[src/rtl/yad_pkg.sv]
package yad_pkg;
  // Result of one pattern slot
  typedef struct packed {
    logic slot_end;  // a slot closed on this accepted bit
    logic hit;       // the closed slot held the codeword
  } slot_t;

  typedef enum logic {
    ST_CLEAR = 1'b0,
    ST_SET   = 1'b1
  } alarm_st_t;
endpackage

[src/rtl/yad_aligner.sv]
module yad_aligner
  import yad_pkg::*;
#(
  parameter int PAT_W = 16
) (
  input  logic  clk,
  input  logic  rst,
  input  logic  flush,
  input  logic  mode_jp,
  input  logic  in_valid,
  input  logic  in_bit,
  output slot_t slot
);
  localparam int CW = $clog2(PAT_W);
  localparam int HALF = PAT_W / 2;
  localparam logic [PAT_W-1:0] STD_WORD = {{HALF{1'b1}}, {(PAT_W-HALF){1'b0}}};
  localparam logic [PAT_W-1:0] JP_WORD  = '1;
  localparam logic [CW-1:0]    LAST_POS = CW'(PAT_W - 1);

  logic [PAT_W-1:0] sh, sh_nx;
  logic [CW-1:0]    pos;
  logic             at_last, std_match, jp_match;

  always_comb begin
    sh_nx     = {sh[PAT_W-2:0], in_bit};
    at_last   = (pos == LAST_POS);
    std_match = (sh_nx == STD_WORD);
    jp_match  = (sh_nx == JP_WORD);
    if (mode_jp) begin
      // fixed boundaries
      slot.slot_end = in_valid && at_last;
      slot.hit      = in_valid && at_last && jp_match;
    end else begin
      // realign on every match
      slot.slot_end = in_valid && (at_last || std_match);
      slot.hit      = in_valid && std_match;
    end
  end

  always_ff @(posedge clk) begin
    if (rst || flush) begin
      sh  <= '0;
      pos <= '0;
    end else if (in_valid) begin
      sh  <= sh_nx;
      pos <= slot.slot_end ? '0 : pos + 1'b1;
    end
  end

  // a hit always closes a slot
  assert_hit_closes_slot_R3: assert property (@(posedge clk) disable iff (rst)
    slot.hit |-> slot.slot_end);
endmodule

[src/rtl/yad_window.sv]
module yad_window
  import yad_pkg::*;
#(
  parameter int WIN     = 16,
  parameter int SET_CNT = 16,
  parameter int CLR_MAX = 14
) (
  input  logic           clk,
  input  logic           rst,
  input  logic           flush,
  input  slot_t          slot,
  output logic [WIN-1:0] hist,
  output logic           set_cond,
  output logic           clr_cond
);
  localparam int CCW = $clog2(SET_CNT + 1);
  localparam int PW  = $clog2(WIN + 1);

  logic [CCW-1:0] consec;
  logic [PW-1:0]  pop;

  always_comb begin
    pop = '0;
    for (int i = 0; i < WIN; i++) pop = pop + PW'(hist[i]);
  end

  assign set_cond = (consec == CCW'(SET_CNT));
  assign clr_cond = (pop <= PW'(CLR_MAX));

  always_ff @(posedge clk) begin
    if (rst || flush) begin
      hist   <= '0;
      consec <= '0;
    end else if (slot.slot_end) begin
      hist <= {hist[WIN-2:0], slot.hit};
      if (!slot.hit)                      consec <= '0;
      else if (consec != CCW'(SET_CNT))   consec <= consec + 1'b1;
    end
  end

  // a full run is always backed by the history
  assert_run_in_history_R2: assert property (@(posedge clk) disable iff (rst)
    (consec == CCW'(SET_CNT)) |-> ($countones(hist) >= SET_CNT));

  // a mode flush empties history and run counter
  assert_flush_empties_R8: assert property (@(posedge clk) disable iff (rst)
    flush |=> (hist == '0 && consec == '0));
endmodule

[src/rtl/yad_alarm_fsm.sv]
module yad_alarm_fsm
  import yad_pkg::*;
(
  input  logic clk,
  input  logic rst,
  input  logic flush,
  input  logic set_cond,
  input  logic clr_cond,
  output logic alarm,
  output logic alarm_chg
);
  alarm_st_t st, st_nx;

  always_comb begin
    st_nx = st;
    if (flush)                        st_nx = ST_CLEAR;
    else if (st == ST_CLEAR && set_cond) st_nx = ST_SET;
    else if (st == ST_SET && clr_cond)   st_nx = ST_CLEAR;
  end

  always_ff @(posedge clk) begin
    if (rst) begin
      st        <= ST_CLEAR;
      alarm_chg <= 1'b0;
    end else begin
      st        <= st_nx;
      alarm_chg <= (st_nx != st);
    end
  end

  assign alarm = (st == ST_SET);
endmodule

[src/rtl/yad_fdl_alarm.sv]
module yad_fdl_alarm
  import yad_pkg::*;
#(
  parameter int PAT_W   = 16,
  parameter int WIN     = 16,
  parameter int SET_CNT = 16,
  parameter int CLR_MAX = 14
) (
  input  logic clk,
  input  logic rst,
  input  logic mode_jp,
  input  logic fdl_valid,
  input  logic fdl_bit,
  output logic fdl_ready,
  output logic alarm,
  output logic alarm_chg
);
  logic           mode_q, mode_chg, take;
  slot_t          slot;
  logic [WIN-1:0] hist;
  logic           set_cond, clr_cond;

  always_ff @(posedge clk) begin
    mode_q <= mode_jp;
  end

  // after reset mode_q already equals mode_jp, so reset masks any stale compare
  assign mode_chg  = !rst && (mode_jp != mode_q);
  assign take      = fdl_valid && !mode_chg;
  assign fdl_ready = 1'b1;

  yad_aligner #(.PAT_W(PAT_W)) u_align (
    .clk(clk), .rst(rst), .flush(mode_chg), .mode_jp(mode_jp),
    .in_valid(take), .in_bit(fdl_bit), .slot(slot)
  );

  yad_window #(.WIN(WIN), .SET_CNT(SET_CNT), .CLR_MAX(CLR_MAX)) u_win (
    .clk(clk), .rst(rst), .flush(mode_chg), .slot(slot),
    .hist(hist), .set_cond(set_cond), .clr_cond(clr_cond)
  );

  yad_alarm_fsm u_fsm (
    .clk(clk), .rst(rst), .flush(mode_chg), .set_cond(set_cond),
    .clr_cond(clr_cond), .alarm(alarm), .alarm_chg(alarm_chg)
  );

  // the alarm rises only on a history of full hits
  assert_set_needs_run_R5: assert property (@(posedge clk) disable iff (rst)
    $rose(alarm) |-> ($countones($past(hist)) >= SET_CNT));

  // apart from a mode flush, the alarm falls only on a thinned history
  assert_clear_rule_R6: assert property (@(posedge clk) disable iff (rst)
    $fell(alarm) |-> ($past(mode_chg) || $countones($past(hist)) <= CLR_MAX));

  // the change pulse marks exactly the clocks where the level moved
  assert_chg_pulse_R7: assert property (@(posedge clk) disable iff (rst)
    alarm_chg == (alarm != $past(alarm)));

  // a mode change leaves the alarm cleared
  assert_mode_clears_R8: assert property (@(posedge clk) disable iff (rst)
    mode_chg |=> !alarm);
endmodule

[config.mk]
export PLATFORM = sky130hd
export DESIGN_NAME = yad_fdl_alarm
export DESIGN_NICKNAME = d
export VERILOG_FILES = /design/src/rtl/yad_pkg.sv /design/src/rtl/yad_aligner.sv /design/src/rtl/yad_window.sv /design/src/rtl/yad_alarm_fsm.sv /design/src/rtl/yad_fdl_alarm.sv
export SDC_FILE = /design/constraint.sdc
export NUM_CORES = 1
export LEC_CHECK = 0
export ABC_CLOCK_PERIOD_IN_PS = 3700
export BUFFER_PORTS_ARGS = -buffer_cell sky130_fd_sc_hd__clkbuf_2
export CAP_MARGIN = 20
export CORE_ASPECT_RATIO = 0.75
export CORE_MARGIN = 4
export CORE_UTILIZATION = 41
export CTS_CLUSTER_SIZE = 25
export DETAILED_ROUTE_END_ITERATION = 8
export PLACE_DENSITY = 0.63
export SYNTH_ARGS = -nofsm -noshare
export SYNTH_HDL_FRONTEND = slang
export SYNTH_SLANG_ARGS = --single-unit
export TNS_END_PERCENT = 30
[constraint.sdc]
create_clock -name clk -period 3.7 [get_ports clk]
set_input_delay 0 -clock clk [delete_from_list [all_inputs] [get_ports clk]]
set_output_delay 0 -clock clk [all_outputs]
set_load 0.01 [all_outputs]
==> results.json <==
{
  "initial_core_util": 0.436,
  "rsz0062_at_grt": "true",
  "drt_iter0_drc": 69,
  "synth_top_area_share": 0.394,
  "cts_sinks": 43,
  "overflow": 0,
  "grt.total_usage": 0.123,
  "cts_tree": "built",
  "finalHoldViolCount": 0,
  "synth_top_family_by_area": "compound AO/OA/AOI/OAI gates",
  "maxCapViolations": 0,
  "switching_share": 0.233,
  "clk_latency_ns": 0.30,
  "setup_violations": 2,
  "p_int_uw": 694,
  "synth_most_common_cell": "dfxtp_1",
  "synth_mux_area_frac": 0.00917,
  "synth-seq-cells": 43,
  "synth_cells": 237,
  "fin_worst_skew_ns": 0.00628,
  "grt_pass1_vias": 1368,
  "area_growth_pct": 12.4,
  "finalCritPeriodShare": 1.08,
  "powerDensity_nw_per_um2": 368,
  "holdPathStages": 2,
  "worstHoldStart": "fdl_bit",
  "cp_data_required_time_ns": 3.94,
  "drc_errors": 0,
  "post-dp-hpwl_um": 2830,
  "critPathKind": "reg2reg",
  "ys_async_sr_fraction": 0,
  "timing.rr.start": "u_win.hist[1]",
  "diodes": 0,
  "multiInputGateArea_um2": 1190,
  "timing.rr.end": "u_fsm.alarm",
  "grt_pass1_wl_um": 6540,
  "dieHeight_um": 71.2,
  "coreArea_um2": 5010,
  "wl_per_cell_um": 12.2,
  "htree_num_levels": 2,
  "fillers": 496,
  "r2r_slack_ns": -0.30,
  "cts_inserted_buffers": 5,
  "cts.path.max_buffers": 2,
  "synthAdderAreaFrac": 0.138,
  "max_slew_margin": 0.487,
  "clk_pin_slew_worst_paths_ns": 0.09,
  "holdCritPathClass": "in2reg",
  "p_leak_uw": 0.000919,
  "syn_area_per_cell_um2": 9.21,
  "ios": 8,
  "grt_max_degree": 23,
  "antenna_found_initial": 0,
  "synth_cell_types": 41,
  "drive_above_1_share": 0.209,
  "period_needed_ns": 4.00,
  "end_kind": "flip-flop",
  "synth_compound_area_frac": 0.192,
  "r2r_cells": 14,
  "place_congestion": 0.774,
  "dieWidth_um": 92.3,
  "wl_um": 3900,
  "place_ws_ns": -0.377,
  "nNetsFinal": 271,
  "yosys_most_used_dff": "dfxtp_1",
  "tightest_slew_ns": 0.770,
  "violations": "setup timing",
  "regArea_um2": 863,
  "first_pass_iters": 4,
  "fin_ws_ns": -0.301,
  "status": "finished, violations left",
  "clockRootBuffer": "clkbuf_8",
  "synth-edff-count": 0,
  "crit_path_max_fanout": 2,
  "synth_nets": 260,
  "yosys-top-cells-count": "dfxtp_1, nand2_1, inv_1, a21oi_1, o221a_2",
  "timing.fmax_ghz": 0.250,
  "hold_end": "u_align.sh[0]",
  "finalMaxSlewViolations": 0,
  "crit_path_start": "u_win.hist[1]",
  "vias": 1616,
  "synthSimpleGateAreaFrac": 0.166,
  "ant_nets": 0,
  "synth.largest_area_cell": "dfxtp_1",
  "ys_seq_area_frac": 0.394,
  "irDropWorstVdd_mv": 0.167,
  "die_area_um2": 6570,
  "rows": 22,
  "pwr-share-seq": 0.534,
  "crit_arrival_ns": 4.24,
  "fin_util": 0.490,
  "vias_per_cell": 5.03,
  "holdWs_ns": 0.0197,
  "synth_area_leaders": "dfxtp_1, fa_1, o221a_2",
  "portBuffers": 6,
  "power_frac_clock": 0.409,
  "synth_warnings": 0,
  "layoutNonFillerInstCount": 321,
  "startpoint_type": "flip-flop",
  "p_comb_frac": 0.058,
  "dp_cells": 312,
  "switching_power_uw": 210,
  "synth-xor-area-share": 0.0275,
  "synth_area_um2": 2180
}
## cells by family after synthesis
logic type | after synthesis
and+or+nand+nor | 76
AOI/OAI and AO/OA | 55
DFF | 43
buffers and inverters | 36
adders and majority gates | 18
xor gates and xnor gates | 6
muxes | 2
other | 1
## worst max-delay path, cell delays in order (launching register included)
cell	delay (ns)
dfxtp_2	0.35
ha_4	0.26
inv_2	0.03
fa_1	0.47
inv_1	0.05
fa_1	0.45
fa_1	0.51
inv_1	0.04
fa_1	0.50
fa_2	0.21
inv_2	0.04
fa_2	0.51
nand3b_1	0.10
o311ai_2	0.26
and3_1	0.18
## how the worst max path moves through the flow
| stage | to |
|---|---|
| after floorplan | u_fsm.alarm |
| after global placement | u_fsm.alarm |
| after detailed placement | u_fsm.alarm |
| after CTS | u_fsm.alarm |
| after global routing | u_fsm.alarm_chg |
| final | u_fsm.alarm |
## registers in the layout, indices dropped and copies added, names as in the netlist
signal / cells
u_win.consec: 5
u_align.pos: 4
u_align.sh: 15
u_fsm.alarm_chg: 1
u_win.hist: 16
mode_q: 1
u_fsm.alarm: 1
## per-stage QoR
step	cell area, µm²	total power [µW]	setup TNS, ns
global placement	2300	544	-0.580
finish	2450	904	-0.588
global route	2450	933	-0.836
CTS	2430	909	-0.674
floorplan	2180	531	-0.429
detailed placement	2300	544	-0.740
## power groups by stage
| stage | Sequential (µW) | Combinational [µW] | Clock [µW] |
|---|---|---|---|
| after floorplan | 491 | 40.6 | 0 |
| after global placement | 493 | 51.2 | 0 |
| after detailed placement | 493 | 51.5 | 0 |
| after CTS | 482 | 52.3 | 375 |
| after global routing | 484 | 57.9 | 391 |
| final | 482 | 52.3 | 369 |
## cell type report
type | instances | share of cell area
inverters | 25 | 0.0382
clock inverters | 3 | 0.0178
well taps | 72 | 0.0367
clock buffers | 5 | 0.0280
flip-flops and latches | 43 | 0.352
repair buffers | 15 | 0.0408
multi-input cells | 158 | 0.487
## layer usage
| metal | up-vias | track usage | wire length, µm |
|---|---|---|---|
| li1 | 842 | - | - |
| met1 | 753 | 0.195 | 2250 |
| met2 | 16 | 0.159 | 1490 |
| met3 | 5 | 0.0383 | 122 |
| met4 | 0 | 0.0247 | 36 |
| met5 | - | 0 | 0 |
## timing repair
item / CTS / global route
endpoints found under the hold margin: 1 / 0
resized for setup: 3 / 6
endpoints found under the setup margin: 2 / 2
hold buffers: 1 / 0
pin swaps: 4 / 3
buffers inserted: 0 / 0
## placed cells by master (no fill, tap or decap), drive strengths merged, types with 4 or more instances in the layout
cell,instances
a21oi,21
buf,8
clkbuf,11
dfxtp,43
fa,10
ha,8
inv,25
nand2,38
nand3,5
nand4,4
nor2,8
nor3,5
o21ai,9
o221a,15
or3,4
xor2,4
Power figures use the tool's default switching activity.
